[config.mk]
export PLATFORM = sky130hd
export DESIGN_NAME = sdac_top
export DESIGN_NICKNAME = d
export VERILOG_FILES = /design/src/rtl/sdac_pkg.sv /design/src/rtl/sdac_ctrl.sv /design/src/rtl/sdac_datapath.sv /design/src/rtl/sdac_top.sv
export SDC_FILE = /design/constraint.sdc
export NUM_CORES = 1
export LEC_CHECK = 0
export ABC_AREA = 0
export BUFFER_PORTS_ARGS = -buffer_cell sky130_fd_sc_hd__buf_4
export CAP_MARGIN = 5
export CORE_ASPECT_RATIO = 1.75
export CORE_MARGIN = 2
export CORE_UTILIZATION = 25
export CTS_BUF_LIST = sky130_fd_sc_hd__clkbuf_8
export CTS_CLUSTER_DIAMETER = 200
export DETAILED_ROUTE_END_ITERATION = 12
export PLACE_DENSITY_LB_ADDON = 0.05
export SLEW_MARGIN = 20
export SYNTH_ARGS = -nofsm -noshare
export SYNTH_HDL_FRONTEND = slang
export SYNTH_SLANG_ARGS = --single-unit
[constraint.sdc]
create_clock -name clk -period 1.75 [get_ports clk]
set_input_delay 0.35 -clock clk [delete_from_list [all_inputs] [get_ports clk]]
set_output_delay 0.35 -clock clk [all_outputs]
set_load 0.01 [all_outputs]
[src/rtl/sdac_pkg.sv]
package sdac_pkg;
  parameter int CH_COUNT = 4;
  parameter int DATA_W   = 8;
  parameter int ADDR_W   = $clog2(CH_COUNT);
  parameter int CTL_W    = 2;
  parameter int WORD_W   = ADDR_W + CTL_W + DATA_W;

  // control field codes
  localparam logic [CTL_W-1:0] CTL_GLOBAL    = 2'b00;
  localparam logic [CTL_W-1:0] CTL_PRELOAD   = 2'b01;
  localparam logic [CTL_W-1:0] CTL_BROADCAST = 2'b10;
  localparam logic [CTL_W-1:0] CTL_DIRECT    = 2'b11;

  // global operation selected by address field when control is CTL_GLOBAL
  localparam logic [1:0] OP_NOP        = 2'b00;
  localparam logic [1:0] OP_XFER       = 2'b01;
  localparam logic [1:0] OP_PHASE_RISE = 2'b10;
  localparam logic [1:0] OP_PHASE_FALL = 2'b11;

  typedef struct packed {
    logic [CH_COUNT-1:0] loadIn;   // write input register of channel
    logic [CH_COUNT-1:0] loadDac;  // write DAC register of channel from data
    logic                swXfer;   // command-driven transfer of all channels
    logic                ldacHold; // pin-driven transfer, level
    logic [DATA_W-1:0]   data;
  } strobe_t;
endpackage

[src/rtl/sdac_ctrl.sv]
module sdac_ctrl
  import sdac_pkg::*;
#(
  parameter int SYNC_STAGES = 2
) (
  input  logic    clk,
  input  logic    rstN,
  input  logic    sclk,
  input  logic    csN,
  input  logic    din,
  input  logic    ldacN,
  output strobe_t strb,
  output logic    dout
);
  localparam int PIN_N = 4;
  // pin bundle order: {csN, ldacN, sclk, din}
  localparam int P_CS   = 3;
  localparam int P_LDAC = 2;
  localparam int P_SCLK = 1;
  localparam int P_DIN  = 0;
  localparam logic [PIN_N-1:0] PIN_IDLE = 4'b1100;
  localparam int DATA_LSB = 0;
  localparam int CTL_LSB  = DATA_W;
  localparam int ADDR_LSB = DATA_W + CTL_W;

  logic [PIN_N-1:0] syncPipe [SYNC_STAGES];
  logic [PIN_N-1:0] pinNow;
  logic [PIN_N-1:0] pinPrev;
  logic sclkRise, sclkFall, csRise, csLow;
  logic [WORD_W-1:0] shiftReg;
  logic outBit;
  logic fallBit;
  logic phaseRise;
  logic [ADDR_W-1:0] addrField;
  logic [CTL_W-1:0]  ctlField;
  logic [DATA_W-1:0] dataField;

  // input synchronizer
  always_ff @(posedge clk or negedge rstN) begin
    if (!rstN) begin
      for (int s = 0; s < SYNC_STAGES; s++) syncPipe[s] <= PIN_IDLE;
      pinPrev <= PIN_IDLE;
    end else begin
      syncPipe[0] <= {csN, ldacN, sclk, din};
      for (int s = 1; s < SYNC_STAGES; s++) syncPipe[s] <= syncPipe[s-1];
      pinPrev <= syncPipe[SYNC_STAGES-1];
    end
  end

  assign pinNow   = syncPipe[SYNC_STAGES-1];
  assign csLow    = ~pinNow[P_CS];
  assign sclkRise = pinNow[P_SCLK] & ~pinPrev[P_SCLK];
  assign sclkFall = ~pinNow[P_SCLK] & pinPrev[P_SCLK];
  assign csRise   = pinNow[P_CS] & ~pinPrev[P_CS];

  // shift register and serial out
  always_ff @(posedge clk or negedge rstN) begin
    if (!rstN) begin
      shiftReg <= '0;
      outBit   <= 1'b0;
      fallBit  <= 1'b0;
    end else begin
      if (sclkRise && csLow) begin
        shiftReg <= {shiftReg[WORD_W-2:0], pinNow[P_DIN]};
        outBit   <= shiftReg[WORD_W-1];
      end
      if (sclkFall && csLow) begin
        fallBit <= outBit;
      end
    end
  end

  assign addrField = shiftReg[ADDR_LSB +: ADDR_W];
  assign ctlField  = shiftReg[CTL_LSB +: CTL_W];
  assign dataField = shiftReg[DATA_LSB +: DATA_W];

  // output phase selection
  always_ff @(posedge clk or negedge rstN) begin
    if (!rstN) begin
      phaseRise <= 1'b1;
    end else if (csRise && ctlField == CTL_GLOBAL) begin
      if (addrField == ADDR_W'(OP_PHASE_RISE)) phaseRise <= 1'b1;
      else if (addrField == ADDR_W'(OP_PHASE_FALL)) phaseRise <= 1'b0;
    end
  end

  assign dout = phaseRise ? outBit : fallBit;

  // command decode into strobes
  always_comb begin
    strb          = '0;
    strb.data     = dataField;
    strb.ldacHold = ~pinNow[P_LDAC];
    if (csRise) begin
      case (ctlField)
        CTL_PRELOAD: strb.loadIn = CH_COUNT'(1) << addrField;
        CTL_DIRECT: begin
          strb.loadIn  = CH_COUNT'(1) << addrField;
          strb.loadDac = CH_COUNT'(1) << addrField;
        end
        CTL_BROADCAST: strb.loadDac = '1;
        default: begin
          if (addrField == ADDR_W'(OP_XFER) || addrField == ADDR_W'(OP_PHASE_RISE))
            strb.swXfer = 1'b1;
        end
      endcase
    end
  end


  // phase setting only moves on an executed word
  phase_hold_chk: assert property (@(posedge clk) disable iff (!rstN)
    !csRise |=> $stable(phaseRise));


  // shift register frozen while deselected
  shift_frozen_chk: assert property (@(posedge clk) disable iff (!rstN)
    !csLow |=> $stable(shiftReg));


  // serial output moves only after a serial clock edge or a phase change
  dout_edge_chk: assert property (@(posedge clk) disable iff (!rstN)
    (!sclkRise && !sclkFall && !csRise) |=> $stable(dout));


  // at most one input register written per word
  single_target_chk: assert property (@(posedge clk) disable iff (!rstN)
    $onehot0(strb.loadIn));
endmodule

[src/rtl/sdac_datapath.sv]
module sdac_datapath
  import sdac_pkg::*;
(
  input  logic                       clk,
  input  logic                       rstN,
  input  strobe_t                    strb,
  output logic [CH_COUNT*DATA_W-1:0] dacFlat
);
  logic [DATA_W-1:0] inReg  [CH_COUNT];
  logic [DATA_W-1:0] dacReg [CH_COUNT];
  logic xferAll;

  assign xferAll = strb.swXfer | strb.ldacHold;

  for (genvar ch = 0; ch < CH_COUNT; ch++) begin : g_chan
    always_ff @(posedge clk or negedge rstN) begin
      if (!rstN) begin
        inReg[ch]  <= '0;
        dacReg[ch] <= '0;
      end else begin
        if (strb.loadIn[ch]) inReg[ch] <= strb.data;
        if (strb.loadDac[ch]) dacReg[ch] <= strb.data;
        else if (xferAll) dacReg[ch] <= inReg[ch];
      end
    end

    assign dacFlat[ch*DATA_W +: DATA_W] = dacReg[ch];


    // staging without transfer leaves the output alone
    stage_only_chk: assert property (@(posedge clk) disable iff (!rstN)
      (!strb.loadDac[ch] && !xferAll) |=> $stable(dacReg[ch]));


    // a direct or broadcast load lands the data byte
    direct_load_chk: assert property (@(posedge clk) disable iff (!rstN)
      strb.loadDac[ch] |=> dacReg[ch] == $past(strb.data));


    // a transfer copies the staged value
    xfer_copy_chk: assert property (@(posedge clk) disable iff (!rstN)
      (xferAll && !strb.loadDac[ch]) |=> dacReg[ch] == $past(inReg[ch]));


    // input register untouched unless addressed
    in_hold_chk: assert property (@(posedge clk) disable iff (!rstN)
      !strb.loadIn[ch] |=> $stable(inReg[ch]));
  end
endmodule

[src/rtl/sdac_top.sv]
module sdac_top
  import sdac_pkg::*;
#(
  parameter int SYNC_STAGES = 2
) (
  input  logic                       clk,
  input  logic                       rstN,
  input  logic                       sclk,
  input  logic                       csN,
  input  logic                       din,
  input  logic                       ldacN,
  output logic                       dout,
  output logic [CH_COUNT*DATA_W-1:0] dacCode
);
  strobe_t strb;

  sdac_ctrl #(.SYNC_STAGES(SYNC_STAGES)) u_ctrl (
    .clk   (clk),
    .rstN  (rstN),
    .sclk  (sclk),
    .csN   (csN),
    .din   (din),
    .ldacN (ldacN),
    .strb  (strb),
    .dout  (dout)
  );

  sdac_datapath u_dp (
    .clk     (clk),
    .rstN    (rstN),
    .strb    (strb),
    .dacFlat (dacCode)
  );
endmodule

Word-level counts from Yosys, hierarchy flattened --
Index checks and enable logic that the tools add are counted. Widths: inputs -> output; s select.
Word-level totals: bits in writable memories 0, memory bits (read-only) 0, bits in latches 0, flip-flop bits (word level) 91, memories 0, input bits 6
Cells by class: $add $sub $neg 0, eq/ne operators 6, muxes and demuxes 16, bitwise operators 9, magnitude comparators 0, div/mod/pow operators 0, multipliers 0, reduce and logical (&&, ||, !) cells 13, shift operators 1
Operator list (number):
- $mux 8 | 8
- $reduce_bool 2->1 | 5
- $mux 9 | 1
- $eq 2x2->1 const B | 4
- $pmux 4 s2 | 1
- $mux 1 | 5
- $not 1->1 | 5
- $eq 2x1->1 const B | 2
- $mux 4 | 1
- $shl 1x2->4 const A | 1
- $and 1x1->1 | 3
- $logic_and 1x1->1 | 3
- $reduce_or 3->1 | 1
- $logic_not 2->1 | 1
- $reduce_and 2->1 | 1
- $reduce_or 2->1 | 1
- $logic_or 1x1->1 | 1
- $or 1x1->1 | 1

Longest topological paths before layout --
depth in word-level cells 8, mapped depth 6, depth with buffers taken out 6

Hierarchy --
Synthesis repeated with hierarchy kept, for this count alone.
Second synthesis, totals: cell total of the unflattened synthesis 366, area, all modules 3938.8 um^2
Modules (own cells, without submodules):
- sdac_datapath | cells an instance 286, sequential area each 1601.5 um^2, area each 2852.7 um^2, instances 1
- sdac_ctrl | cells an instance 80, sequential area each 633.1 um^2, area each 1086.0 um^2, instances 1

Worst setup path before layout --
OpenSTA, ideal clock, no wires.
path type reg2reg, start register u_ctrl.syncPipe (netlist bit u_ctrl.pinNow[3]), end register u_dp.dacReg (netlist bit u_dp.dacFlat[1]), library setup time 123 ps, path buffers 1, setup slack 267 ps, data arrival time 1359 ps, required time 1627 ps, cell stages (with the launch flop) 6, period minus slack after synthesis 1483 ps, cell sequence dfstp_2 nor4b_4 a21boi_2 buf_2 a21oi_1 a2bb2oi_2
On the way: longest elaborated chain between the ends 4, elaborated cells between the ends (all ways) 5
Ends and longest elaborated chain:
- start: declaration | line sdac_ctrl.sv:26 | logic [PIN_N-1:0] syncPipe [SYNC_STAGES];
- $and 1x1->1 (*) | line sdac_ctrl.sv:54 | assign csRise = pinNow[P_CS] & ~pinPrev[P_CS];
- $mux 9 (*) | line sdac_ctrl.sv:94 | if (csRise) begin
- $or 1x1->1 | line sdac_datapath.sv:13 | assign xferAll = strb.swXfer | strb.ldacHold;
- $reduce_bool 2->1 (no line)
- end signal: indexed assignment | line sdac_datapath.sv:22 | if (strb.loadDac[ch]) dacReg[ch] <= strb.data;
- end signal: indexed assignment | line sdac_datapath.sv:23 | else if (xferAll) dacReg[ch] <= inReg[ch];
- end: declaration | line sdac_datapath.sv:10 | logic [DATA_W-1:0] dacReg [CH_COUNT];
Mark *: on every way between the ends. The rest lies on a longest branch, timed or not. A chain may end at the register's enable or synchronous reset.

Worst setup path after layout --
start register u_ctrl.phaseRise, end output port dout
On the way: longest elaborated chain between the ends 1
Ends and longest elaborated chain:
- start: declaration | line sdac_ctrl.sv:33 | logic phaseRise;
- start signal: assignment | line sdac_ctrl.sv:80 | phaseRise <= 1'b1;
- start signal: assignment | line sdac_ctrl.sv:82 | if (addrField == ADDR_W'(OP_PHASE_RISE)) phaseRise <= 1'b1;
- start signal: assignment | line sdac_ctrl.sv:83 | else if (addrField == ADDR_W'(OP_PHASE_FALL)) phaseRise <= 1'b0;
- $mux 1 | line sdac_ctrl.sv:87 | assign dout = phaseRise ? outBit : fallBit;
- end: declaration | line sdac_top.sv:12 | output logic dout,
Every way passes these cells.

==> impl_metrics.csv <==
group,metric,value,unit
run_status,status,"completed",
worst_setup_path,crit_chain,"mux2_4 > buf_4",
run,max-cap-violations,0,
floorplan,fp.dieArea,15900,um^2
power,ir_worst_vdd,326,uV
sta,rsz0062_at_grt,"no",
floorplan,fp.dieH,165,um
detailed_routing,finalWirelength,9430,um
clock_network,clock-sinks,89,
worst_setup_path,r2r_end,"u_dp.inReg[15]",
worst_setup_path,startpoint_type,"flip-flop",
hold_path,whs_path_depth,1,
hold_path,worstHoldEndpoint,"u_ctrl.syncPipe[4]",
finish,final_cell_mix,"dfrtp_1, buf_4, mux2_2",
finish,drive_gt1_frac,0.394,
clock_network,cts_root_buffer,"clkbuf_8",
detailed_routing,wl_per_cell,18.0,um
finish,layout_commonest_cell,"dfrtp_1",
clock_network,clk_latency,0.37,ns
floorplan,start_util,0.253,
synth,ys.warnings.count,0,
global_routing,antenna_found_initial,0,
synth,ys_top_cells_by_area,"dfrtp_1, mux2_2, a2bb2oi_1",
global_routing,grt_remaining_overflow,0,
worst_setup_path,rrSetupSlack,0.12,ns
placed_design,dpl.hpwl,6480,um
placed_design,portBuffers,38,
worst_setup_path,crit_required,1.40,ns
hold_path,hold_path.startpoint,"din",
detailed_routing,drtAntennaViolNets,0,
clock_network,htree_levels,3,
synth,synth_xor_area_frac,0,
worst_setup_path,rr_worst_depth,4,
synth,synth.largest_area_cell,"dfrtp_1",
synth,synth_area,3720,um^2
placed_design,place.gp.congestion,0.687,
floorplan,core_area,14700,um^2
synth,ys_types,27,
clock_network,path_clk_slew,0.10,ns
worst_setup_path,crit_path_end_kind,"primary output",
sta,period_needed,1.70,ns
detailed_routing,drt_iter0_markers,61,
clock_network,cts_tree,"done",
synth,synth_fa_ha_area_frac,0.0168,
finish,area_growth,22.1,%
sta,fmax,589,MHz
sta,max_slew.worst_pin.slew,0.523,ns
worst_setup_path,worstSetupPathType,"reg2out",
synth,ys_ff_latch,89,
sta,tns,0,ns
floorplan,rows,59,
worst_setup_path,critPathMaxStageDelay,0.55,ns
worst_setup_path,slowest_stage,"dfstp_2",
power,total_power,0.00498,W
synth,synth_mux_area_frac,0.133,
power,cellLeakagePower,2.16,nW
floorplan,die_w,96.2,um
sta,setup_violations,0,
detailed_routing,num_vias,2399,
global_routing,grt_pass1_wl,15000,um
detailed_routing,viasPerCell,4.59,
synth,synth-compound-area-share,0.150,
synth,syn_inst,287,
worst_setup_path,critical_path_arrival,1.35,ns
synth,yosys.area_share.simple,0.0642,
global_routing,grt_max_degree,35,
global_routing,grt_pass1_vias,2555,
finish,nFillCells,1508,
synth,seq_area_frac_synth,0.601,
hold_path,hold_class,"in2reg",
sta,clock_skew,0.0175,ns
finish,antenna_cells,0,
synth,synth_top_family_by_area,"compound AO/OA/AOI/OAI gates",
detailed_routing,first_pass_iters,4,
sta,post-route-period-util,0.970,
floorplan,io-pin-count,39,
clock_network,clock_path_buffers,2,
finish,nNetsFinal,346,
clock_network,cts_buffers,9,
sta,hold_violations,0,
sta,maxSlewViolCount,0,
power,powerDensity,1100,nW/um^2
worst_setup_path,worstPathMaxFanout,2,
synth,syn_nets,298,
synth,yosysTopAreaCellShare,0.558,
worst_setup_path,r2r-start,"u_ctrl.pinNow[3]",
global_routing,grt.total_usage,0.131,
synth,synth_area_per_cell,13.0,um^2
sta,slew_headroom,0.652,
detailed_routing,drc,0,
==> state kept, by name (all words and copies together), names as in the netlist <==
register          flops
u_dp.dacFlat         32
u_dp.inReg           32
u_ctrl.shiftReg      12
u_ctrl.pinNow         4
u_ctrl.syncPipe       4
u_ctrl.pinPrev        2
u_ctrl.fallBit        1
u_ctrl.outBit         1
u_ctrl.phaseRise      1
==> worst max-delay path, delay by kind of cell (launching register included) <==
kind	cells	cell delay, ns
multiplexers	1	0.30
buffers and inverters	1	0.14
flip-flops	1	0.55
==> Yosys cell counts (all sizes together) <==
cell type  count
nand3          4
a22o           1
inv            6
mux2          44
a21oi         36
clkbuf         1
ha             5
nor3b          2
nor4b          1
clkinv         1
a21bo          1
nor2b          1
a21boi         1
dfrtp         83
nand2         36
nand3b         1
and2           1
dfstp          6
buf           17
o21ai          7
a2bb2oi       32
==> worst max-delay path by stage <==
stage                                start               to  cells after the start
after global placement    u_ctrl.pinNow[3]  u_dp.dacFlat[0]                      5
after floorplan           u_ctrl.pinNow[3]  u_dp.dacFlat[1]                      5
after global routing      u_ctrl.phaseRise             dout                      2
after CTS                 u_ctrl.phaseRise             dout                      2
final                     u_ctrl.phaseRise             dout                      2
after detailed placement  u_ctrl.pinNow[3]  u_dp.dacFlat[0]                      5
==> final cells by class <==
cell class | instances | area, um^2 | area share
clock buffer | 11 | 151 | 0.0333
clock inverter | 5 | 62.6 | 0.0138
inverter | 7 | 26.3 | 0.00579
multi-input combinational | 173 | 1360 | 0.299
sequential | 89 | 2230 | 0.492
tap | 183 | 229 | 0.0504
timing repair buffer | 55 | 478 | 0.105
==> cell families after synthesis <==
family          Yosys count
mux                      44
simple gates             46
buf+inv                  25
compound gates           78
flops                    89
fa+ha+maj                 5
==> per-layer routing <==
metal,vias to the layer above,global-route usage,share of wire
li1,1120,-,-
met1,1238,0.160,0.43
met2,33,0.222,0.53
met3,8,0.0236,0.028
met4,0,0.0545,0.017
met5,-,0,0
==> metrics by stage <==
stage	hold slack, ns	cells	utilization	worst slack [ns]	instance area [um^2]
finish	0.0819	523	0.309	0.0533	4540
floorplan	0.0544	287	-	0.267	3720
global route	0.0521	523	0.309	0.00464	4540
CTS	0.0571	522	0.309	0.0119	4530
global placement	0.294	505	0.293	0.108	4310
detailed placement	0.294	505	0.293	0.0937	4310
==> report_power, final <==
| group | switching (W) | total (W) | internal [W] |
|---|---|---|---|
| logic | 0.000300 | 0.000779 | 0.000478 |
| registers | 0.000399 | 0.00266 | 0.00226 |
| clock network | 0.000791 | 0.00154 | 0.000746 |
==> repair_timing <==
action                                  in CTS  in global routing
gates resized for setup                      1                  0
pin swaps                                    0                  0
hold buffers                                 1                  0
endpoints found under the hold margin       19                  0
endpoints found under the setup margin       1                  2
buffers inserted                             0                  1
No activity file was read; power rests on OpenSTA's default activity.
